[src/rtl/bcc_pkg.sv]
package bcc_pkg;
  typedef enum logic [1:0] {
    SEG_OFF    = 2'd0,
    SEG_STATIC = 2'd1,
    SEG_DYN    = 2'd2,
    SEG_WAIT   = 2'd3
  } seg_e;

  typedef enum logic [1:0] {
    ACT_IDLE = 2'd0,
    ACT_SEND = 2'd1,
    ACT_RECV = 2'd2
  } act_e;
endpackage

[src/rtl/bcc_sched_table.sv]
module bcc_sched_table #(
  parameter int NSTAT = 16,
  parameter int IDX_W = 4,
  localparam int SIDX_W = $clog2(NSTAT)
) (
  input  logic              clk_i,
  input  logic              rst_ni,
  input  logic              we_i,
  input  logic [SIDX_W-1:0] waddr_i,
  input  logic [1:0]        wact_i,
  input  logic [IDX_W-1:0]  wmsg_i,
  input  logic [SIDX_W-1:0] raddr_i,
  output logic [1:0]        ract_o,
  output logic [IDX_W-1:0]  rmsg_o
);
  logic [1:0]       act_q [NSTAT];
  logic [IDX_W-1:0] msg_q [NSTAT];

  for (genvar s = 0; s < NSTAT; s++) begin : g_ent
    always_ff @(posedge clk_i or negedge rst_ni) begin
      if (!rst_ni) begin
        act_q[s] <= '0;
        msg_q[s] <= '0;
      end else if (we_i && waddr_i == SIDX_W'(s)) begin
        act_q[s] <= wact_i;
        msg_q[s] <= wmsg_i;
      end
    end
  end

  assign ract_o = act_q[raddr_i];
  assign rmsg_o = msg_q[raddr_i];
endmodule

[src/rtl/bcc_dyn_queue.sv]
module bcc_dyn_queue #(
  parameter int DEPTH  = 8,
  parameter int PRIO_W = 3,
  parameter int LEN_W  = 8,
  parameter int IDX_W  = 4,
  localparam int CNT_W = $clog2(DEPTH + 1)
) (
  input  logic              clk_i,
  input  logic              rst_ni,
  input  logic              push_i,
  input  logic [PRIO_W-1:0] push_prio_i,
  input  logic [LEN_W-1:0]  push_len_i,
  input  logic [IDX_W-1:0]  push_msg_i,
  input  logic [LEN_W-1:0]  room_i,
  input  logic              pop_i,
  output logic              sel_vld_o,
  output logic [LEN_W-1:0]  sel_len_o,
  output logic [IDX_W-1:0]  sel_msg_o,
  output logic              full_o
);
  // entries kept sorted: index 0 most urgent, ties in arrival order
  logic [PRIO_W-1:0] prio_q [DEPTH];
  logic [LEN_W-1:0]  len_q  [DEPTH];
  logic [IDX_W-1:0]  msg_q  [DEPTH];
  logic [DEPTH-1:0]  vld_q;
  logic [CNT_W-1:0]  cnt_q;

  logic [PRIO_W-1:0] r_prio [DEPTH];
  logic [LEN_W-1:0]  r_len  [DEPTH];
  logic [IDX_W-1:0]  r_msg  [DEPTH];
  logic [DEPTH-1:0]  r_vld;
  logic [PRIO_W-1:0] n_prio [DEPTH];
  logic [LEN_W-1:0]  n_len  [DEPTH];
  logic [IDX_W-1:0]  n_msg  [DEPTH];
  logic [DEPTH-1:0]  n_vld;
  logic [DEPTH-1:0]  hit;
  int                sel;
  int                pos;
  logic              pop_ok, push_ok;

  assign full_o  = (cnt_q == CNT_W'(DEPTH));
  assign push_ok = push_i && !full_o && (push_len_i != '0);

  always_comb begin
    sel       = 0;
    sel_len_o = '0;
    sel_msg_o = '0;
    for (int k = DEPTH - 1; k >= 0; k--) begin
      hit[k] = vld_q[k] && (len_q[k] <= room_i);
      if (hit[k]) begin
        sel       = k;
        sel_len_o = len_q[k];
        sel_msg_o = msg_q[k];
      end
    end
    sel_vld_o = |hit;
  end

  assign pop_ok = pop_i && sel_vld_o;

  always_comb begin
    for (int k = 0; k < DEPTH; k++) begin
      r_prio[k] = prio_q[k];
      r_len[k]  = len_q[k];
      r_msg[k]  = msg_q[k];
      r_vld[k]  = vld_q[k];
      if (pop_ok && k >= sel) begin
        if (k < DEPTH - 1) begin
          r_prio[k] = prio_q[k+1];
          r_len[k]  = len_q[k+1];
          r_msg[k]  = msg_q[k+1];
          r_vld[k]  = vld_q[k+1];
        end else begin
          r_prio[k] = '0;
          r_len[k]  = '0;
          r_msg[k]  = '0;
          r_vld[k]  = 1'b0;
        end
      end
    end
    pos = 0;
    for (int k = 0; k < DEPTH; k++) begin
      if (r_vld[k] && r_prio[k] <= push_prio_i) pos = k + 1;
    end
    for (int k = 0; k < DEPTH; k++) begin
      n_prio[k] = r_prio[k];
      n_len[k]  = r_len[k];
      n_msg[k]  = r_msg[k];
      n_vld[k]  = r_vld[k];
      if (push_ok) begin
        if (k == pos) begin
          n_prio[k] = push_prio_i;
          n_len[k]  = push_len_i;
          n_msg[k]  = push_msg_i;
          n_vld[k]  = 1'b1;
        end else if (k > pos && k > 0) begin
          n_prio[k] = r_prio[k-1];
          n_len[k]  = r_len[k-1];
          n_msg[k]  = r_msg[k-1];
          n_vld[k]  = r_vld[k-1];
        end
      end
    end
  end

  always_ff @(posedge clk_i or negedge rst_ni) begin
    if (!rst_ni) begin
      for (int k = 0; k < DEPTH; k++) begin
        prio_q[k] <= '0;
        len_q[k]  <= '0;
        msg_q[k]  <= '0;
      end
      vld_q <= '0;
      cnt_q <= '0;
    end else begin
      for (int k = 0; k < DEPTH; k++) begin
        prio_q[k] <= n_prio[k];
        len_q[k]  <= n_len[k];
        msg_q[k]  <= n_msg[k];
      end
      vld_q <= n_vld;
      cnt_q <= cnt_q - CNT_W'(pop_ok) + CNT_W'(push_ok);
    end
  end

  AST_NO_OVERFLOW: assert property (@(posedge clk_i) disable iff (!rst_ni)
    cnt_q <= CNT_W'(DEPTH));
  AST_FULL_DROP: assert property (@(posedge clk_i) disable iff (!rst_ni)
    full_o && !pop_i |=> cnt_q == $past(cnt_q));
  AST_FIT_ONLY: assert property (@(posedge clk_i) disable iff (!rst_ni)
    sel_vld_o |-> sel_len_o <= room_i && sel_len_o != '0);

  for (genvar k = 0; k < DEPTH - 1; k++) begin : g_ord
    AST_SORTED: assert property (@(posedge clk_i) disable iff (!rst_ni)
      vld_q[k+1] |-> vld_q[k] && prio_q[k] <= prio_q[k+1]);
  end
endmodule

[src/rtl/bus_cycle_ctrl.sv]
module bus_cycle_ctrl
  import bcc_pkg::*;
#(
  parameter int NSTAT  = 16,
  parameter int TIME_W = 8,
  parameter int MS_W   = 8,
  parameter int NFID   = 16,
  parameter int QDEPTH = 8,
  parameter int PRIO_W = 3,
  parameter int IDX_W  = 4,
  localparam int SIDX_W = $clog2(NSTAT),
  localparam int FIDX_W = $clog2(NFID)
) (
  input  logic              clk_i,
  input  logic              rst_ni,
  input  logic              enable_i,
  input  logic [TIME_W-1:0] cfg_slot_len_i,
  input  logic [SIDX_W:0]   cfg_static_slots_i,
  input  logic [TIME_W-1:0] cfg_minislot_len_i,
  input  logic [MS_W-1:0]   cfg_dyn_minislots_i,
  input  logic [TIME_W-1:0] cfg_wait_len_i,
  input  logic [NFID-1:0]   cfg_own_fid_i,
  input  logic              sched_we_i,
  input  logic [SIDX_W-1:0] sched_addr_i,
  input  logic [1:0]        sched_act_i,
  input  logic [IDX_W-1:0]  sched_msg_i,
  input  logic              push_i,
  input  logic [PRIO_W-1:0] push_prio_i,
  input  logic [MS_W-1:0]   push_len_i,
  input  logic [IDX_W-1:0]  push_msg_i,
  output logic              q_full_o,
  output logic [1:0]        seg_o,
  output logic [SIDX_W-1:0] slot_o,
  output logic [MS_W-1:0]   fid_o,
  output logic [1:0]        act_o,
  output logic              stat_tx_o,
  output logic              dyn_tx_o,
  output logic [IDX_W-1:0]  tx_msg_o,
  output logic [MS_W-1:0]   tx_len_o
);
  logic [TIME_W-1:0] slot_len_q, ms_len_q, wait_len_q;
  logic [SIDX_W:0]   nstat_q;
  logic [MS_W-1:0]   nms_q;
  logic [NFID-1:0]   own_q;

  seg_e              state_q;
  logic [TIME_W-1:0] tick_q;
  logic [SIDX_W-1:0] slot_q;
  logic [MS_W-1:0]   fid_q, ms_left_q, slot_ms_q;

  logic [TIME_W-1:0] cur_len;
  logic              tick_last, dyn_start, own_hit, take;
  logic [MS_W-1:0]   slot_ms_cur;
  logic [1:0]        tbl_act;
  logic [IDX_W-1:0]  tbl_msg;
  logic              q_vld;
  logic [MS_W-1:0]   q_len;
  logic [IDX_W-1:0]  q_msg;

  bcc_sched_table #(.NSTAT(NSTAT), .IDX_W(IDX_W)) u_tbl (
    .clk_i, .rst_ni,
    .we_i(sched_we_i), .waddr_i(sched_addr_i), .wact_i(sched_act_i),
    .wmsg_i(sched_msg_i), .raddr_i(slot_q), .ract_o(tbl_act), .rmsg_o(tbl_msg)
  );

  bcc_dyn_queue #(.DEPTH(QDEPTH), .PRIO_W(PRIO_W), .LEN_W(MS_W), .IDX_W(IDX_W)) u_q (
    .clk_i, .rst_ni,
    .push_i, .push_prio_i, .push_len_i, .push_msg_i(push_msg_i),
    .room_i(ms_left_q), .pop_i(take),
    .sel_vld_o(q_vld), .sel_len_o(q_len), .sel_msg_o(q_msg), .full_o(q_full_o)
  );

  always_comb begin
    unique case (state_q)
      SEG_STATIC: cur_len = slot_len_q;
      SEG_DYN:    cur_len = ms_len_q;
      default:    cur_len = wait_len_q;
    endcase
  end

  assign tick_last   = (tick_q == cur_len - TIME_W'(1));
  assign dyn_start   = (state_q == SEG_DYN) && (tick_q == '0) && (slot_ms_q == '0);
  assign own_hit     = (int'(fid_q) < NFID) && own_q[fid_q[FIDX_W-1:0]];
  assign take        = dyn_start && own_hit && q_vld;
  assign slot_ms_cur = dyn_start ? (take ? q_len : MS_W'(1)) : slot_ms_q;

  assign seg_o     = state_q;
  assign slot_o    = slot_q;
  assign fid_o     = (state_q == SEG_DYN) ? fid_q : '0;
  assign act_o     = (state_q == SEG_STATIC) ? tbl_act : ACT_IDLE;
  assign stat_tx_o = (state_q == SEG_STATIC) && (tick_q == '0) && (tbl_act == ACT_SEND);
  assign dyn_tx_o  = take;
  assign tx_msg_o  = stat_tx_o ? tbl_msg : (take ? q_msg : '0);
  assign tx_len_o  = take ? q_len : '0;

  // configuration opens only while disabled
  always_ff @(posedge clk_i or negedge rst_ni) begin
    if (!rst_ni) begin
      slot_len_q <= TIME_W'(1);
      ms_len_q   <= TIME_W'(1);
      wait_len_q <= TIME_W'(1);
      nstat_q    <= (SIDX_W+1)'(1);
      nms_q      <= MS_W'(1);
      own_q      <= '0;
    end else if (!enable_i) begin
      slot_len_q <= cfg_slot_len_i;
      ms_len_q   <= cfg_minislot_len_i;
      wait_len_q <= cfg_wait_len_i;
      nstat_q    <= cfg_static_slots_i;
      nms_q      <= cfg_dyn_minislots_i;
      own_q      <= cfg_own_fid_i;
    end
  end

  always_ff @(posedge clk_i or negedge rst_ni) begin
    if (!rst_ni) begin
      state_q   <= SEG_OFF;
      tick_q    <= '0;
      slot_q    <= '0;
      fid_q     <= '0;
      ms_left_q <= '0;
      slot_ms_q <= '0;
    end else if (!enable_i) begin
      state_q   <= SEG_OFF;
      tick_q    <= '0;
      slot_q    <= '0;
      fid_q     <= '0;
      ms_left_q <= '0;
      slot_ms_q <= '0;
    end else begin
      unique case (state_q)
        SEG_OFF: begin
          state_q <= SEG_STATIC;
          tick_q  <= '0;
          slot_q  <= '0;
        end
        SEG_STATIC: begin
          if (tick_last) begin
            tick_q <= '0;
            if ({1'b0, slot_q} == nstat_q - (SIDX_W+1)'(1)) begin
              state_q   <= SEG_DYN;
              slot_q    <= '0;
              fid_q     <= '0;
              ms_left_q <= nms_q;
              slot_ms_q <= '0;
            end else begin
              slot_q <= slot_q + SIDX_W'(1);
            end
          end else begin
            tick_q <= tick_q + TIME_W'(1);
          end
        end
        SEG_DYN: begin
          slot_ms_q <= slot_ms_cur;
          if (tick_last) begin
            tick_q    <= '0;
            slot_ms_q <= slot_ms_cur - MS_W'(1);
            ms_left_q <= ms_left_q - MS_W'(1);
            if (slot_ms_cur == MS_W'(1)) fid_q <= fid_q + MS_W'(1);
            if (ms_left_q == MS_W'(1)) begin
              state_q   <= SEG_WAIT;
              fid_q     <= '0;
              slot_ms_q <= '0;
            end
          end else begin
            tick_q <= tick_q + TIME_W'(1);
          end
        end
        default: begin
          if (tick_last) begin
            state_q <= SEG_STATIC;
            tick_q  <= '0;
            slot_q  <= '0;
          end else begin
            tick_q <= tick_q + TIME_W'(1);
          end
        end
      endcase
    end
  end

  AST_DYN_AFTER_STATIC: assert property (@(posedge clk_i) disable iff (!rst_ni)
    state_q == SEG_DYN && $past(state_q) != SEG_DYN |-> $past(state_q) == SEG_STATIC);
  AST_WAIT_AFTER_DYN: assert property (@(posedge clk_i) disable iff (!rst_ni)
    state_q == SEG_WAIT && $past(state_q) != SEG_WAIT |-> $past(state_q) == SEG_DYN);
  AST_ONE_STROBE: assert property (@(posedge clk_i) disable iff (!rst_ni)
    !(stat_tx_o && dyn_tx_o));
  AST_DTX_FITS: assert property (@(posedge clk_i) disable iff (!rst_ni)
    dyn_tx_o |-> tx_len_o <= ms_left_q);
  AST_FID_STEP: assert property (@(posedge clk_i) disable iff (!rst_ni)
    state_q == SEG_DYN && $past(state_q) == SEG_DYN
      |-> fid_q == $past(fid_q) || fid_q == $past(fid_q) + MS_W'(1));
  AST_CFG_HOLD: assert property (@(posedge clk_i) disable iff (!rst_ni)
    enable_i && $past(enable_i) |=> $stable(own_q) && $stable(nms_q));
endmodule

[config.mk]
export PLATFORM = sky130hd
export DESIGN_NAME = bus_cycle_ctrl
export DESIGN_NICKNAME = d
export VERILOG_FILES = /design/src/rtl/bcc_pkg.sv /design/src/rtl/bcc_sched_table.sv /design/src/rtl/bcc_dyn_queue.sv /design/src/rtl/bus_cycle_ctrl.sv
export SDC_FILE = /design/constraint.sdc
export NUM_CORES = 1
export LEC_CHECK = 0
export BUFFER_PORTS_ARGS = -buffer_cell sky130_fd_sc_hd__buf_4
export CAP_MARGIN = 15
export CORE_MARGIN = 2
export CORE_UTILIZATION = 45
export CTS_CLUSTER_DIAMETER = 100
export DETAILED_ROUTE_END_ITERATION = 8
export GPL_ROUTABILITY_DRIVEN = 0
export PLACE_DENSITY = 0.61
export SLEW_MARGIN = 20
export SYNTH_ARGS = -nofsm -noshare
export SYNTH_HDL_FRONTEND = slang
export SYNTH_HIERARCHICAL = 1
export SYNTH_SLANG_ARGS = --single-unit
[constraint.sdc]
create_clock -name clk_i -period 10 [get_ports clk_i]
set_clock_uncertainty 0.2 [all_clocks]
set_input_delay 0.5 -clock clk_i [delete_from_list [all_inputs] [get_ports clk_i]]
set_output_delay 0.5 -clock clk_i [all_outputs]
set_load 0.01 [all_outputs]
== Word-level counts from Yosys, hierarchy flattened ==
Index checks and enable logic that the tools add are counted.
Widths: inputs -> output; s select.

* Register bits: 319
* Input bits: 83
* Output and inout port bits: 31
* Word-level logic and storage cells: 418

* Add/subtract/negate cells: 9
* $lt $le $gt $ge: 34
* Equality and inequality tests: 38
* Multiplexer cells: 203
* Bitwise gates (word level): 1
* Reductions and logical operators: 63

{| class="wikitable"
|+ Operators with widths
! kind !! number
|-
| $mux 8 || 59
|-
| $mux 32 || 7
|-
| $mux 4 || 48
|-
| $ge 4x32->1 const A || 4
|-
| $mux 3 || 36
|-
| $ge 3x32->1 const A || 2
|-
| $le 8x8->1 || 8
|-
| $pmux 8 s2 || 4
|-
| $logic_and 1x1->1 || 50
|-
| $eq 4x4->1 const B || 9
|-
| $mux 1 || 33
|-
| $ge 1x32->1 const A || 1
|-
| $ge 2x32->1 const A || 1
|-
| $logic_not 32->1 || 1
|-
| $le 3x3->1 || 8
|-
| $sub 8x1->8 const B || 3
|-
| $mux 2 || 11
|-
| $add 8x1->8 const B || 2
|-
| $bmux 4 s4 || 1
|-
| $eq 3x4->1 const A || 4
|-
| $eq 4x3->1 const B || 4
|-
| $eq 8x1->1 const B || 2
|-
| $gt 3x4->1 const A || 4
|-
| $logic_not 8->1 || 2
|-
| other kinds (35) || 44
|}

== Longest topological paths before layout ==
Gate-level depths: netlist of the first run.

* Depth in word-level cells: 27
* Mapped depth: 34

== Hierarchy ==
The synthesis of the first run kept the hierarchy.

{| class="wikitable"
|+ By module, submodules not included
! module !! times used !! cells an instance !! area an instance (um^2)
|-
| bcc_dyn_queue || 1 || 1205 || 10910.5
|-
| bus_cycle_ctrl || 1 || 526 || 5248.8
|-
| bcc_sched_table || 1 || 281 || 4370.4
|}

== Worst setup path before layout of the first run ==
No wires, ideal clock.

* Kind: register to register
* From: reg ms_left_q[1]
* To: reg u_q/len_q[16] in the netlist's numbering
* Arrival: 6.742 ns
* Path slack: 2.937 ns
* Stages on the path, launching flop included: 32
* Cells stage by stage: dfrtp_1 -> inv_1 -> ha_1 -> nor2b_1 -> o211ai_1 -> a21oi_1 -> o41ai_4 -> nor3_4 -> nand3_1 -> or4b_1 -> a2111oi_0 -> a32o_2 -> and2_2 -> buf_2 -> clkbuf_1 -> inv_1 -> a31o_1 -> buf_2 -> o21a_1 -> mux2_2 -> ha_1 -> nor2b_1 -> o21ai_0 -> inv_1 -> o21ai_0 -> and2_1 -> o211a_1 -> buf_2 -> nor2_2 -> a211o_1 -> buf_2 -> o22a_1

{| class="wikitable"
|+ RTL lines
! element !! RTL line !! source
|-
| from (decl) || bus_cycle_ctrl.sv:49 || <nowiki>logic [MS_W-1:0] fid_q, ms_left_q, slot_ms_q;</nowiki>
|-
| from (signal assigned) || bus_cycle_ctrl.sv:144 || <nowiki>ms_left_q <= nms_q;</nowiki>
|-
| from (signal assigned) || bus_cycle_ctrl.sv:158 || <nowiki>ms_left_q <= ms_left_q - MS_W'(1);</nowiki>
|-
| to (signal, indexed assignment) || bcc_dyn_queue.sv:118 || <nowiki>len_q[k] <= n_len[k];</nowiki>
|-
| to (decl) || bcc_dyn_queue.sv:23 || <nowiki>logic [LEN_W-1:0] len_q [DEPTH];</nowiki>
|}

==> impl_metrics.env, run 1 <==
export IMPL_routed_via_count=17000
export IMPL_synth_adder_area_share_pct=6.62
export IMPL_antenna_found_initial=0
export IMPL_clkTransAtPathRegs_ns=0.06
export IMPL_grt_max_degree=103
export IMPL_grt_total_usage_pct=26.0
export IMPL_syn2layout_area_growth_pct=15.2
export IMPL_drv_cap=0
export IMPL_cts_sinks=319
export IMPL_yosys_area_share_simple_pct=11.7
export IMPL_yosys_mux_area_fraction_pct=19.0
export IMPL_worstSkewPairLatency_ns=0.58
export IMPL_crit_type="reg -> reg"
export IMPL_mostFrequentLayoutCells="dfrtp_1 (313), mux2_2 (182), buf_4 (140)"
export IMPL_hold_violations=0
export IMPL_synth_fp_nets=2203
export IMPL_core_area_sq_um=45200
export IMPL_setup_tns_final_ns=0
export IMPL_syn_area_per_cell_sq_um=10.2
export IMPL_synthFlopType="dfrtp_1"
export IMPL_synth_top_family_by_area="multiplexers"
export IMPL_cts_resized_gates=0
export IMPL_post_dp_hpwl_microns=43600
export IMPL_cpPeakStageDelay_ns=0.86
export IMPL_first_pass_iters=5
export IMPL_crit_path_end_kind="flop"
export IMPL_root_buffer="clkbuf_16"
export IMPL_power_frac_clock_pct=20.5
export IMPL_cp_max_fo=23
export IMPL_die_h_microns=218
export IMPL_p_int_mw=3.87
export IMPL_pwr_share_comb_pct=50.1
export IMPL_antenna_cells=0
export IMPL_netlist_area_sq_um=20500
export IMPL_dieArea_sq_um=47300
export IMPL_synthXorXnorAreaFrac_pct=0.981
export IMPL_post_cts_buffers=0
export IMPL_crit_slowest_cell="and3_1"
export IMPL_maxSlewHeadroom_pct=27.7
export IMPL_ios=114
export IMPL_io_buffers=113
export IMPL_required_ns=10.26
export IMPL_rsz0062_at_grt="no"
export IMPL_drt_total_wl_microns=61700
export IMPL_async_reset_ff_share_pct=100
export IMPL_synthCells=2012
export IMPL_clockBufferDepth=3
export IMPL_cp_start_kind="flop"
export IMPL_post_route_util_pct=52.3
export IMPL_finalCritPeriodShare_pct=88.9
export IMPL_tightestPinTransition_ns=1.08
export IMPL_outcome="finished clean"
export IMPL_crit_family="compound AO/OA/AOI/OAI gates"
export IMPL_rows=78
export IMPL_cellPowerDensity_nw_per_um2=296
export IMPL_nets=2309
export IMPL_die_w_microns=218
export IMPL_drt_iter0_markers=1481
export IMPL_cts_tree="done"
export IMPL_synth_edf_count=0
export IMPL_setup_violations=0
export IMPL_drt_drc_violations_left=0
export IMPL_cp_arrival_ns=9.16
export IMPL_antenna_left=0
export IMPL_route_detailed_wl_per_inst_microns=22.5
export IMPL_synth_compound_area_share_pct=18.4
export IMPL_numCtsBuffers=39
export IMPL_finalMaxSlewViolations=0
export IMPL_layout_commonest_cell="dfrtp_1"
export IMPL_fin_crit_ns=8.89
export IMPL_h_tree_depth=2
export IMPL_critPathBufInv=3
export IMPL_fmax_mhz=112
export IMPL_grt_pass1_vias=17100
export IMPL_yosysWarnings=6
export IMPL_seq_power_share_pct=29.4
export IMPL_ys_types=99
export IMPL_switchingPower_mw=3.13
export IMPL_ir_worst_vdd_v=0.000155
export IMPL_initial_core_util_pct=45.4
export IMPL_grt_ovfl_total=0
export IMPL_viasPerCell=6.20
export IMPL_drive_gt1_share_pct=21.8
export IMPL_leakage_nw=10.5
export IMPL_holdBufCountCts=54
export IMPL_hold_class="in -> reg"
export IMPL_grt_pass1_wl_microns=97200
export IMPL_ys_seq_area_share_pct=38.9
export IMPL_synth_seq_cells=319
export IMPL_switching_share_pct=44.8
-- layout make-up --
class / instances / area [sq um]
fill: 4052 / 21500
multi-input combinational: 1481 / 11700
sequential: 319 / 7990
timing repair buffer: 197 / 1630
clock buffer: 56 / 1130
tap: 600 / 751
inverter: 80 / 300
clock inverter: 15 / 169
-- cells in the mapped netlist, types with 29 or more instances --
master	instances	share of area, %
ha_1	107	6.5
a21oi_1	93	2.3
nand2_1	130	2.4
inv_1	79	1.4
mux2i_1	123	6.0
o31ai_1	29	1.1
dfrtp_1	314	38
buf_2	32	0.78
o211ai_1	34	1.2
nor2_1	121	2.2
nand3_1	52	1.3
mux2_2	182	10
o21ai_0	113	2.8
clkbuf_1	78	1.4
-- worst register-to-register path, delay by kind of cell, from the launching register on --
| kind | cells | cell delay [ns] |
|---|---|---|
| AO/OA/AOI/OAI | 11 | 3.28 |
| flip-flops | 1 | 0.41 |
| buffers and inverters | 3 | 0.71 |
| adder cells (fa/ha/maj) | 2 | 0.62 |
| AND/OR/NAND/NOR | 9 | 3.09 |
| multiplexers | 1 | 0.45 |
-- per-layer routing --
metal | global-route usage (%) | part of all wire [%] | vias to the layer above | routed length, microns
met1 | 35.7 | 45 | 8589 | 27500
met5 | 0 | 0 | - | 0
met3 | 3.42 | 5.2 | 130 | 3240
met2 | 42.7 | 47 | 529 | 29100
met4 | 8.45 | 3.1 | 0 | 1910
li1 | - | - | 7779 | -
-- cell families (layout without fill, tap and decap cells) --
family | count (synthesis) | count (layout)
xor+xnor | 23 | 23
fa+ha+maj | 108 | 108
compound gates | 532 | 532
simple gates | 484 | 484
mux | 334 | 334
buf+inv | 212 | 348
flops | 319 | 319
-- stage by stage --
| stage | instance area (sq um) | setup WS [ns] | cells | total power, mW | hold slack (ns) |
|---|---|---|---|---|---|
| after floorplan | 20500 | 2.94 | 2012 | 4.42 | 0.00441 |
| after global placement | 21800 | 1.66 | 2622 | 5.39 | 0.282 |
| after detailed placement | 21800 | 1.29 | 2622 | 5.48 | 0.288 |
| after CTS | 23600 | 1.29 | 2747 | 6.95 | 0.0484 |
| after global routing | 23600 | 0.561 | 2748 | 7.43 | 0.0689 |
| final | 23600 | 1.11 | 2748 | 7.00 | 0.0760 |
-- power by group through the flow --
stage / logic (mW) / clock network [mW] / registers, mW
final: 3.51 / 1.43 / 2.06
after global routing: 3.82 / 1.52 / 2.09
after CTS: 3.45 / 1.47 / 2.04
after detailed placement: 3.42 / 0 / 2.06
after global placement: 3.34 / 0 / 2.05
after floorplan: 2.53 / 0 / 1.88
-- final timing paths --
kind / start / end / slack, ns / depth (start not counted)
max: ms_left_q[1] / u_q/prio_q[20] / 1.11 / 26
min: push_msg_i[0] / u_q/msg_q[8] / 0.08 / 2
max reg2reg: ms_left_q[1] / u_q/prio_q[20] / 1.11 / 26
min reg2reg: u_tbl/act_q[27] / u_tbl/act_q[27] / 0.30 / 1
max in group asynchronous: rst_ni / u_q/msg_q[2] / 7.11 / 4
min in group asynchronous: rst_ni / own_q[8] / 0.34 / 2
-- state kept, by name, indices dropped and copies added, names as in the netlist, 8 cells and up --
register	cells
ms_len_q	8
tick_q	8
own_q	16
fid_q	8
slot_len_q	8
u_q/msg_q	32
wait_len_q	8
ms_left_q	8
u_q/len_q	64
u_q/prio_q	24
u_q/vld_q	8
slot_ms_q	8
u_tbl/act_q	32
nms_q	8
u_tbl/msg_q	64
(Power assumes the default switching activity.)
==> run 2: changes to the inputs <==
==> constraint.sdc (replaced) <==
create_clock -name clk_i -period 10 [get_ports clk_i]
set_clock_uncertainty 0.2 [all_clocks]
set_input_delay 1 -clock clk_i [delete_from_list [all_inputs] [get_ports clk_i]]
set_output_delay 1 -clock clk_i [all_outputs]
set_load 0.01 [all_outputs]
==> run 2 against run 1 <==
Sequential cell count did not move. First-iteration DRC count rose by 5.0%. Critical path depth unchanged. Register-to-register slack lost 0.04 ns. Wire length shrank 0.11%. Non-clock buffer count decreased by 52. Worst setup slack got worse by 0.044 ns. Critical endpoint is now u_q/msg_q[26]. Highest routed layer is now met5.
==> impl_metrics.env, run 2 (synthesis results as in run 1) <==
export IMPL_clockBufferDepth=3
export IMPL_cp_arrival_ns=9.21
export IMPL_grt_pass1_vias=17000
export IMPL_hold_slack_ns=0.0682
export IMPL_final_cell_area_sq_um=23200
export IMPL_mostFrequentLayoutCells="dfrtp_1 (313), mux2_2 (182), buf_4 (142)"
export IMPL_preCtsSetupSlack_ns=1.24
export IMPL_rows=78
export IMPL_post_dp_hpwl_microns=44500
export IMPL_cts_resized_gates=0
export IMPL_leakage_nw=10.3
export IMPL_fmax_mhz=112
export IMPL_worstSkewPairLatency_ns=0.58
export IMPL_cp_max_fo=21
export IMPL_grt_pass1_wl_microns=97000
export IMPL_clkTransAtPathRegs_ns=0.06
export IMPL_drt_iter0_markers=1555
export IMPL_maxSlewHeadroom_pct=27.5
export IMPL_finalCritPeriodShare_pct=89.4
export IMPL_grt_total_usage_pct=26.1
export IMPL_cts_sinks=319
export IMPL_cpPeakStageDelay_ns=0.88
export IMPL_io_buffers=113
export IMPL_setup_ws_ns=1.06
export IMPL_post_cts_buffers=0
export IMPL_antenna_found_initial=1
export IMPL_ir_worst_vdd_v=0.000145
export IMPL_antenna_left=0
export IMPL_numCtsBuffers=38
export IMPL_initial_core_util_pct=45.4
export IMPL_drt_drc_violations_left=0
export IMPL_cpMostUsedCell="inv_1"
export IMPL_top_regs="u_q/len_q (64), u_tbl/msg_q (64)"
export IMPL_cp_start_kind="flop"
export IMPL_tightestPinTransition_ns=1.08
export IMPL_crit_path_end_kind="flop"
export IMPL_routed_via_count=16800
export IMPL_dieArea_sq_um=47300
export IMPL_grt_max_degree=131
export IMPL_crit_slowest_cell="and3_1"
export IMPL_drv_cap=0
export IMPL_first_pass_iters=5
export IMPL_setup_tns_final_ns=0
export IMPL_die_h_microns=218
export IMPL_setup_violations=0
export IMPL_fin_crit_ns=8.94
export IMPL_antenna_cells=0
export IMPL_post_route_util_pct=51.2
export IMPL_outcome="finished clean"
export IMPL_drt_total_wl_microns=61700
export IMPL_ios=114
export IMPL_num_fill_cells=4073
export IMPL_cts_tree="done"
export IMPL_critPathBufInv=3
export IMPL_core_area_sq_um=45200
export IMPL_required_ns=10.27
export IMPL_dpl_cell_area_sq_um=21800
export IMPL_h_tree_depth=2
export IMPL_hold_violations=0
export IMPL_viasPerCell=6.25
export IMPL_root_buffer="clkbuf_16"
export IMPL_crit_type="reg -> reg"
export IMPL_layout_commonest_cell="dfrtp_1"
export IMPL_nets=2256
export IMPL_finalMaxSlewViolations=0
export IMPL_hold_class="in -> async"
export IMPL_drive_gt1_share_pct=22.5
export IMPL_cellPowerDensity_nw_per_um2=302
export IMPL_die_w_microns=218
export IMPL_crit_family="simple AND/OR/NAND/NOR gates"
export IMPL_route_detailed_wl_per_inst_microns=22.9
export IMPL_rsz0062_at_grt="no"
export IMPL_syn2layout_area_growth_pct=12.8
export IMPL_grt_ovfl_total=0
export IMPL_holdBufCountCts=0
## run 2: path summary, 6_finish.rpt
kind,from,endpoint,slack (ns),depth (start not counted)
setup / recovery,ms_left_q[6],u_q/msg_q[26],1.06,26
hold / removal,rst_ni,nstat_q[4],0.07,1
setup reg to reg,ms_left_q[6],u_q/msg_q[26],1.06,26
hold reg to reg,own_q[2],own_q[2],0.30,1
max in group asynchronous,rst_ni,u_q/len_q[22],7.28,5
min in group clk_i,own_q[2],own_q[2],0.30,1
## run 2: metal layers
layer  vias up  share of wire (%)  track usage [%]
met5         -              0.021                0
met4         2                3.0             9.43
met3       119                5.1             3.17
met2       543                 47             42.6
met1      8504                 44             35.8
li1       7672                  -                -
## run 2: stage by stage
stage,power [mW],std cells
final,6.99,2694
after global routing,7.44,2694
after CTS,6.95,2692
after detailed placement,5.49,2623
after global placement,5.39,2623
after floorplan,4.42,2012
## run 2: layout make-up
class	count	area, sq um	area share, %
Multi-Input combinational cell	1481	11700	50.4
Tap cell	600	751	3.24
Clock inverter	16	209	0.902
Timing Repair Buffer	145	1130	4.87
Sequential cell	319	7990	34.5
Inverter	80	300	1.30
Clock buffer	53	1100	4.74
## run 2: power breakdown
part	switching, mW	internal, mW	total (mW)	leakage (nW)
clock network	0.589	0.852	1.44	0.643
registers	0.401	1.66	2.06	3.84
logic	2.14	1.35	3.49	5.78
total	3.13	3.86	6.99	10.3
